===== config.mk =====
export PLATFORM = sky130hd
export DESIGN_NAME = pallu_top
export DESIGN_NICKNAME = d
export VERILOG_FILES = /design/src/rtl/pallu_pkg.sv /design/src/rtl/pallu_regfile.sv /design/src/rtl/pallu_opbank.sv /design/src/rtl/pallu_ccr.sv /design/src/rtl/pallu_top.sv
export SDC_FILE = /design/constraint.sdc
export NUM_CORES = 1
export LEC_CHECK = 0
export BUFFER_PORTS_ARGS = -buffer_cell sky130_fd_sc_hd__buf_4
export CELL_PAD_IN_SITES_DETAIL_PLACEMENT = 1
export CELL_PAD_IN_SITES_GLOBAL_PLACEMENT = 1
export CORE_MARGIN = 2
export CORE_UTILIZATION = 45
export CTS_BUF_LIST = sky130_fd_sc_hd__clkbuf_2 sky130_fd_sc_hd__clkbuf_4 sky130_fd_sc_hd__clkbuf_8
export DETAILED_ROUTE_END_ITERATION = 12
export PLACE_DENSITY = 0.86
export SETUP_SLACK_MARGIN = 0.1
export SLEW_MARGIN = 20
export SYNTH_ARGS = -nofsm -noshare
export SYNTH_HDL_FRONTEND = slang
export SYNTH_SLANG_ARGS = --single-unit

===== constraint.sdc =====
create_clock -name clk -period 5.9 [get_ports clk]
set_input_delay 0.59 -clock clk [delete_from_list [all_inputs] [get_ports clk]]
set_output_delay 0.59 -clock clk [all_outputs]
set_load 0.05 [all_outputs]

===== src/rtl/pallu_pkg.sv =====
package pallu_pkg;

    typedef enum logic [1:0] {
        SEL_ADD = 2'b00,
        SEL_SUB = 2'b01,
        SEL_EQ  = 2'b10,
        SEL_AND = 2'b11
    } op_sel_e;

    localparam int          CC_W    = 3;
    localparam logic [2:0]  CC_NONE = 3'b000;
    localparam logic [2:0]  CC_GT   = 3'b100;
    localparam logic [2:0]  CC_EQ   = 3'b010;
    localparam logic [2:0]  CC_LT   = 3'b001;

endpackage


===== src/rtl/pallu_regfile.sv =====
module pallu_regfile #(
    parameter  int W    = 8,
    parameter  int NREG = 4,
    localparam int AW   = $clog2(NREG)
) (
    input  logic          clk,
    input  logic          rst_n,
    input  logic [AW-1:0] rd_a_idx,
    input  logic [AW-1:0] rd_b_idx,
    output logic [W-1:0]  rd_a,
    output logic [W-1:0]  rd_b,
    input  logic          we,
    input  logic [AW-1:0] wr_idx,
    input  logic [W-1:0]  wr_data
);

    logic [W-1:0] regs [NREG];

    for (genvar g = 0; g < NREG; g++) begin : g_reg
        always_ff @(posedge clk or negedge rst_n) begin
            if (!rst_n) begin
                regs[g] <= '0;
            end else if (we && (wr_idx == AW'(g))) begin
                regs[g] <= wr_data;
            end
        end
    end

    always_comb begin
        rd_a = regs[rd_a_idx];
        rd_b = regs[rd_b_idx];
    end

endmodule


===== src/rtl/pallu_opbank.sv =====
module pallu_opbank
    import pallu_pkg::*;
#(
    parameter int W = 8
) (
    input  logic [W-1:0] opa,
    input  logic [W-1:0] opb,
    input  logic [1:0]   sel,
    output logic [W-1:0] res
);

    logic [W-1:0] sum_r;
    logic [W-1:0] diff_r;
    logic [W-1:0] eqm_r;
    logic [W-1:0] and_r;

    // every circuit evaluates continuously; the selector only steers
    always_comb begin
        sum_r  = opa + opb;
        diff_r = opa - opb;
        eqm_r  = (opa == opb) ? '1 : '0;
        and_r  = opa & opb;
    end

    always_comb begin
        unique case (op_sel_e'(sel))
            SEL_ADD: res = sum_r;
            SEL_SUB: res = diff_r;
            SEL_EQ:  res = eqm_r;
            SEL_AND: res = and_r;
            default: res = '0;
        endcase
    end

endmodule


===== src/rtl/pallu_ccr.sv =====
module pallu_ccr
    import pallu_pkg::*;
#(
    parameter int W = 8
) (
    input  logic            clk,
    input  logic            rst_n,
    input  logic            cmp_en,
    input  logic [W-1:0]    opa,
    input  logic [W-1:0]    opb,
    output logic [CC_W-1:0] flags
);

    logic [CC_W-1:0] next_flags;

    always_comb begin
        if ($signed(opa) > $signed(opb)) begin
            next_flags = CC_GT;
        end else if (opa == opb) begin
            next_flags = CC_EQ;
        end else begin
            next_flags = CC_LT;
        end
    end

    always_ff @(posedge clk or negedge rst_n) begin
        if (!rst_n) begin
            flags <= CC_NONE;
        end else if (cmp_en) begin
            flags <= next_flags;
        end
    end

endmodule


===== src/rtl/pallu_top.sv =====
module pallu_top
    import pallu_pkg::*;
#(
    parameter  int W    = 8,
    parameter  int NREG = 4,
    localparam int AW   = $clog2(NREG)
) (
    input  logic          clk,
    input  logic          rst_n,
    input  logic [AW-1:0] src_a,
    input  logic [AW-1:0] src_b,
    input  logic [1:0]    op_sel,
    input  logic [AW-1:0] dst,
    input  logic          wr_en,
    input  logic          load_en,
    input  logic [W-1:0]  load_data,
    input  logic          cmp_en,
    output logic [W-1:0]  result,
    output logic [2:0]    ccr
);

    logic [W-1:0] rd_a;
    logic [W-1:0] rd_b;
    logic [W-1:0] wdata;
    logic         we;

    always_comb begin
        we    = wr_en | load_en;
        wdata = load_en ? load_data : result;
    end

    pallu_regfile #(.W(W), .NREG(NREG)) u_rf (
        .clk      (clk),
        .rst_n    (rst_n),
        .rd_a_idx (src_a),
        .rd_b_idx (src_b),
        .rd_a     (rd_a),
        .rd_b     (rd_b),
        .we       (we),
        .wr_idx   (dst),
        .wr_data  (wdata)
    );

    pallu_opbank #(.W(W)) u_ops (
        .opa (rd_a),
        .opb (rd_b),
        .sel (op_sel),
        .res (result)
    );

    pallu_ccr #(.W(W)) u_cc (
        .clk    (clk),
        .rst_n  (rst_n),
        .cmp_en (cmp_en),
        .opa    (rd_a),
        .opb    (rd_b),
        .flags  (ccr)
    );

endmodule


[After elaboration in Yosys (flattened, before gate mapping)]
Index checks and enable logic that the tools add are counted.
Storage, ports and cells
  bits in read-only memories: 0
  bits in registers: 35
  bits of input ports: 21
  logic and storage cells: 38
  latch bits: 0
  memory bits (writable): 0
  output and inout port bits: 11
  memories kept: 0
Cells by class
  multiply operators: 0
  divide/modulo/power cells: 0
  reduce and logical (&&, ||, !) cells: 6
  shifts and indexed selects: 0
  magnitude comparators: 3
  bitwise logic cells: 4
  add/sub/neg operators: 2
  equal/unequal tests: 7
  muxes and demuxes: 11
Operators with widths (count)
  2-to-1 mux 8 bit: 6
  binary-select mux 8 bit (select 2 bit): 2
  one-hot mux 8 bit (4 select lines): 1
  adder 8 bit: 1
  AND 8 bit: 1
  == test 2 bit, second input constant: 4
  == test 8 bit: 1
  greater-than comparator 8 bit: 1
  subtractor 8 bit: 1
  greater-or-equal comparator 3 bit, second input constant: 2
  inverter 2 -> 3 bit: 2
  == test 2 x 1 -> 1 bit, second input constant: 2
  logical AND 1 bit: 4
  logical NOT 2 bit: 2
  2-to-1 mux 3 bit: 1
  2-to-1 mux 2 bit: 1
  bitwise OR 1 bit: 1

[Longest topological paths before layout]
Gate-level depths: netlist of run 1.
  depth after elaboration: 8
  gate-level depth with buffers: 11
  gate-level depth less buffers: 10

[By module]
A second synthesis of run 1 with hierarchy kept.
Second synthesis, totals
  cells, all modules: 255
  area, all modules: 2901.5 sq um
By module, submodules not included
  pallu_regfile: cells an instance 88, area an instance 1590.3 sq um, seq. area each 800.8 sq um, times used 1
  pallu_opbank: cells an instance 118, area an instance 825.8 sq um, seq. area each 0.0 sq um, times used 1
  pallu_ccr: cells an instance 39, area an instance 347.8 sq um, seq. area each 75.1 sq um, times used 1
  pallu_top: cells an instance 10, area an instance 137.6 sq um, seq. area each 0.0 sq um, times used 1

[Worst setup path after synthesis of run 1]
No wires, ideal clock.
  path kind: input to output
  start: input src_a[0]
  end: output result[6]
  path buffers: 2
  required time: 5310 ps
  cell stages on the path: 9
  slack: 1806 ps
  data arrival time: 3504 ps
  cell sequence: clkbuf_1 > mux4_2 > ha_1 > buf_6 > nand2b_4 > a2111o_1 > o311a_4 > nor3b_4 > a211o_1
Between the ends
  cells in the longest elaborated chain, start to end: 7
  elaborated cells between the ends (all ways): 10
  classes of those cells: add/sub (2); eq/ne (1); mux (5); bitwise (2)
RTL lines
  start, declared: line pallu_top.sv:10  | input logic [AW-1:0] src_a,
  inverter 2 -> 3 bit (not written as such) (*): line pallu_regfile.sv:30  | rd_a = regs[rd_a_idx];
  binary-select mux 8 bit (select 2 bit) (*): line pallu_regfile.sv:30
  2-to-1 mux 8 bit (not written as such) (*) (2 in series): line pallu_regfile.sv:30
  parallel branches: the longest is 2 deep, another holds subtractor 8 bit
  one-hot mux 8 bit (4 select lines) (*): line pallu_opbank.sv:26  | unique case (op_sel_e'(sel))
  end, declared: line pallu_top.sv:18  | output logic [W-1:0] result,
Mark *: on every way between the ends. The select of a mux whose other input is x is not followed.

[Worst setup path in the final report of run 1]
  start: input src_a[0]
  end: output result[5]
The elaborated chain is that of the path after synthesis.

==> reports/results.ini, run 1 <==
[worst_setup_path]
cp-end-kind = primary output
reg2reg_slack_ps = 2400
crit_required_ps = 5310
critical_path_class = in2out
critical_path.max_stage_delay_ps = 670
cpMostUsedCell = buf_4
crit_chain = buf_4, mux4_2, ha_1, nand2b_1, a2111oi_0, nor3_1, o2111ai_1, o311ai_1, inv_1, buf_4
crit_arrival_ps = 3570
start_kind = primary input
slowest_stage = a2111oi_0
r2r_start = u_rf.regs[1]
startpoint = src_a[0]
cp_max_fo = 8
r2r_end = u_rf.regs[23]
reg2reg_depth = 8

[sta]
max_slew_margin = 0.418
slew_viol_final = 0
clock.fmax_ghz = 0.240
fin_crit_ps = 4160
worst_pin_slew_ps = 859
period_share = 0.705
setup_tns_ps = 0
hold_viol = 0
fin_skew_ps = 5.60
rsz0062_at_grt = false
finalSetupViolCount = 0

[grt]
antenna_found_initial = 0
grt_pass1_vias = 2587
grt_max_degree = 36
grt_pass1_wl_um = 13300
overflow = 0
globalRouteTotalUtil = 0.244

[clocking]
numCtsBuffers = 5
root_buffer = clkbuf_8
clkSinkCount = 35
clk_latency_ps = 300
cts_max_path_buffers = 2
ctsResizeCount = 0
cts_hold_buffers = 0
cts_tree = done
cts_setup_buffers = 0
clkSlewWorstSetupHoldPaths_ps = 80
h-tree-depth = 2

[yosys]
synth_most_common_cell = nand2_1
synth_area_per_cell_um2 = 9.24
synth_area_leader_cell = dfrtp_1
syn_inst = 304
syn-cell-area_um2 = 2810
synth_nets = 344
ys_top_cells_by_area = dfrtp_1 (31%), mux4_2 (14%), ha_1 (7.6%)
yosys_most_used_dff = dfrtp_1
async_reset_ff_frac = 1.00
synth_edf_count = 0
synth.distinct_cells = 52
synth.ff_latch_count = 35
synth_commonest_cells = nand2_1 (42), dfrtp_1 (35), nor2_1 (27)
synth_top_cell_area_share = 0.312
yosysWarningCount = 0
yosysSeqAreaShare = 0.312

[final_layout]
area_growth_pct = 13.5
diodes = 0
fin_nets = 364
final_layout_size_suffix_gt1_frac = 0.200
finish.utilization = 0.532
fin_cells = 400

[drt]
firstDrtPassIters = 4
drtIter0Drc = 121
ant_nets = 0
routed_wl_um = 7990
vias_per_cell = 6.04
wl_per_cell_um = 20.0
drc = 0
num_vias = 2415

[floorplanning]
rows = 28
design.core.area_um2 = 5990
die_y_um = 83.0
io_pins = 32
die_area_um2 = 6890
dieWidth_um = 83.0
initial_utilization = 0.469

[min_path]
worstHoldPathType = in2async

[power_and_ir_drop]
p_total_mw = 1.42
peakVddDrop_mv = 0.286
leakage_nw = 1.42
cellPowerDensity_nw_per_um2 = 446

[flow_run]
cap_violations = 0

[placement]
io_buffer_count = 31
dp_hpwl_um = 6200
routabilityCongestion = 0.882
dp_cells = 392

[run_status]
run_status = complete, no violations

[worst max-delay path by stage]
stage	to	slack [ps]	cells past startpoint
2_1_floorplan	result[6]	1810	9
3_3_place_gp	result[5]	1880	10
3_5_place_dp	result[5]	1760	11
4_1_cts	result[5]	1750	10
5_1_grt	result[5]	1570	11
6_report	result[5]	1740	10
[power breakdown]
| group | switching [mW] | internal (mW) | total, mW |
|---|---|---|---|
| registers | 0.0526 | 0.303 | 0.355 |
| clock network | 0.0925 | 0.169 | 0.261 |
| logic | 0.487 | 0.318 | 0.805 |
| total | 0.632 | 0.789 | 1.42 |
[cell families (layout without fill, tap and decap cells)]
logic type / count (synthesis) / in the layout / synth area share
AOI/OAI and AO/OA: 79 / 79 / 0.195
xor gates and xnor gates: 2 / 2 / 0.00624
adders and majority gates: 19 / 19 / 0.0900
buffers and inverters: 40 / 61 / 0.0588
DFF: 35 / 35 / 0.312
muxes: 23 / 23 / 0.159
and+or+nand+nor: 106 / 106 / 0.180
[state kept, by name, summed over array words and instances, names as in the netlist]
register	count
u_rf.regs	32
u_cc.flags	3
[routing by layer]
layer | vias to the layer above | GRT usage | share of wire
li1 | 1137 | - | -
met1 | 1207 | 0.334 | 0.45
met2 | 58 | 0.402 | 0.48
met3 | 13 | 0.0318 | 0.052
met4 | 0 | 0.0820 | 0.021
met5 | - | 0 | 0
[cell usage in the layout, fill, tap and decap left out, types with 3 or more instances in the layout]
cell type	instances
o21ai_1	5
and2_1	3
nand3_1	5
nor3_1	5
inv_1	22
a21oi_1	12
a31oi_1	6
dfrtp_1	35
o31ai_1	13
mux2i_1	4
ha_1	17
nand2_1	42
nand2b_1	5
o21ai_0	22
nor2b_1	10
mux4_2	17
clkbuf_8	5
nor2_1	27
buf_4	31
[worst max-delay path, delay by kind of cell]
family	cells	cell delay (ps)
AOI/OAI and AO/OA	3	1160
muxes	1	600
and+or+nand+nor	2	330
adders and majority gates	1	360
buffers and inverters	3	510
[cell type report]
type,instances,area (um^2)
Tap cell,75,93.8
Clock buffer,5,68.8
Clock inverter,3,67.6
Inverter,22,82.6
Fill cell,693,2800
Sequential cell,35,876
Multi-Input combinational cell,229,1770
Timing Repair Buffer,31,233
[per-stage QoR]
stage	hold slack, ps	instance area [um^2]	setup slack (ps)
floorplan	294	2810	1810
global placement	477	3050	1880
detailed placement	498	3050	1760
CTS	237	3190	1750
global route	257	3190	1570
finish	231	3190	1740
No activity file was read; power rests on OpenSTA's default activity.
==> inputs of run 2 (changes only) <==
- clock period: 5.9 -> 4 ns (I/O delays scaled with it)
==> reports/results.ini, run 2 (synthesis gave the netlist of run 1 again) <==
[final_layout]
top_register = u_rf.regs
fillers = 692  ; -0.14%
fin_nets = 367  ; +0.82%
top_regs = u_rf.regs: 32 flops, u_cc.flags: 3 flops
finalInstanceArea_um2 = 3210  ; +0.71%
final_common_cell = nand2_1
largest_reg_flops = 32  ; unchanged
area_growth_pct = 14.3
final_layout_size_suffix_gt1_frac = 0.207  ; +0.00732
final_cell_mix = nand2_1 (42), dfrtp_1 (35), buf_4 (34), nor2_1 (27)
diodes = 0  ; unchanged

[clocking]
clkSinkCount = 35  ; unchanged
root_buffer = clkbuf_8
cts_hold_buffers = 0  ; unchanged
ctsResizeCount = 0  ; unchanged
numCtsBuffers = 5  ; unchanged
cts_tree = done
h-tree-depth = 2  ; unchanged
clkSlewWorstSetupHoldPaths_ps = 80  ; about the same
clk_latency_ps = 290  ; about the same
cts_max_path_buffers = 2  ; unchanged
cts_setup_buffers = 0  ; unchanged

[placement]
placed_cell_area_um2 = 3070  ; +0.74%
routabilityCongestion = 0.889  ; +0.73%
io_buffer_count = 31  ; unchanged
place_ws_ps = 448  ; -1310 ps
dp_hpwl_um = 5960  ; -3.9%

[floorplanning]
design.core.area_um2 = 5990  ; unchanged
initial_utilization = 0.469  ; unchanged
dieWidth_um = 83.0  ; unchanged
die_y_um = 83.0  ; unchanged
rows = 28  ; unchanged
io_pins = 32  ; unchanged
die_area_um2 = 6890  ; unchanged

[worst_setup_path]
r2r_end = u_rf.regs[31]
critical_path_class = reg2out
reg2reg_depth = 9  ; +1
r2r_start = u_rf.regs[9]
cp_max_fo = 3  ; -5
crit_required_ps = 3600  ; -1710 ps
crit_arrival_ps = 3210  ; -360 ps
start_kind = register
cp-end-kind = primary output
reg2reg_slack_ps = 670  ; -1730 ps

[grt]
grt_pass1_vias = 2603  ; +0.62%
grt_max_degree = 36  ; unchanged
antenna_found_initial = 0  ; unchanged
globalRouteTotalUtil = 0.236  ; -0.00797
grt_pass1_wl_um = 13100  ; -1.6%
overflow = 0  ; unchanged

[sta]
fin_ws_ps = 394  ; -1350 ps
max_slew_margin = 0.607  ; +0.188
hold_viol = 0  ; unchanged
setup_tns_ps = 0  ; unchanged
fin_crit_ps = 3610
clock.fmax_ghz = 0.277
rsz0062_at_grt = false
slew_viol_final = 0  ; unchanged
worst_pin_slew_ps = 589  ; -270 ps
finalSetupViolCount = 0  ; unchanged
period_share = 0.902
fin_skew_ps = 8.63  ; +3.04 ps
hold_ws_ps = 52.2  ; -179 ps

[power_and_ir_drop]
cellPowerDensity_nw_per_um2 = 650  ; +46%
leakage_nw = 1.43  ; +1.1%
peakVddDrop_mv = 0.395  ; +38%

[drt]
routed_wl_um = 7670  ; -4.0%
wl_per_cell_um = 19.0  ; -4.7%
drc = 0  ; unchanged
num_vias = 2393  ; -0.91%
firstDrtPassIters = 4  ; unchanged
vias_per_cell = 5.94  ; -1.6%
ant_nets = 0  ; unchanged
drtIter0Drc = 131  ; +8.3%

[min_path]
worstHoldPathType = in2async

[flow_run]
cap_violations = 0  ; unchanged

[run_status]
run_status = complete, no violations

run 2: cell types whose count changed in the layout (fill, tap and decap cells not counted), sizes merged:
cell	previous run	this run
buf	31	34
run 2: worst max-delay path by stage:
stage | from | end | cells after the start
finish | u_rf.regs[0] | result[6] | 9
global route | u_rf.regs[8] | result[6] | 9
CTS | u_rf.regs[9] | result[7] | 9
detailed placement | src_a[0] | u_rf.regs[15] | 10
global placement | src_a[0] | u_rf.regs[23] | 10
floorplan | src_a[0] | u_rf.regs[0] | 10
run 2: cell type report:
type | count | area, um^2 | area share
Timing Repair Buffer | 34 | 255 | 0.0795
Tap cell | 75 | 93.8 | 0.0292
Inverter | 22 | 82.6 | 0.0257
Clock buffer | 5 | 68.8 | 0.0214
Multi-Input combinational cell | 229 | 1770 | 0.550
Sequential cell | 35 | 876 | 0.273
Clock inverter | 3 | 67.6 | 0.0210
run 2: per-layer routing:
metal | part of all wire | vias up | track usage
met3 | 0.031 | 5 | 0.0348
met1 | 0.47 | 1205 | 0.326
met5 | 0 | - | 0
li1 | - | 1135 | -
met2 | 0.49 | 48 | 0.398
met4 | 0.0081 | 0 | 0.0492
run 2: per-stage QoR:
step | power, mW | utilization | cells
4_1_cts | 2.09 | 0.536 | 403
6_report | 2.09 | 0.536 | 403
2_1_floorplan | 1.40 | - | 304
3_5_place_dp | 1.70 | 0.513 | 395
3_3_place_gp | 1.65 | 0.513 | 395
5_1_grt | 2.23 | 0.536 | 403
run 2: critical path: stages, from the launching register on:
cell and delay [ps]:
dfrtp_1 410, mux4_2 540, ha_1 230, fa_1 390, nor2b_1 240, nor2_1 70, o221ai_1 360, o21ai_1 190
a211o_1 290, buf_4 190
run 2: where the power goes:
part	internal (mW)	switching (mW)
Combinational	0.475	0.708
Sequential	0.446	0.0744
Clock	0.249	0.135
Total	1.17	0.918
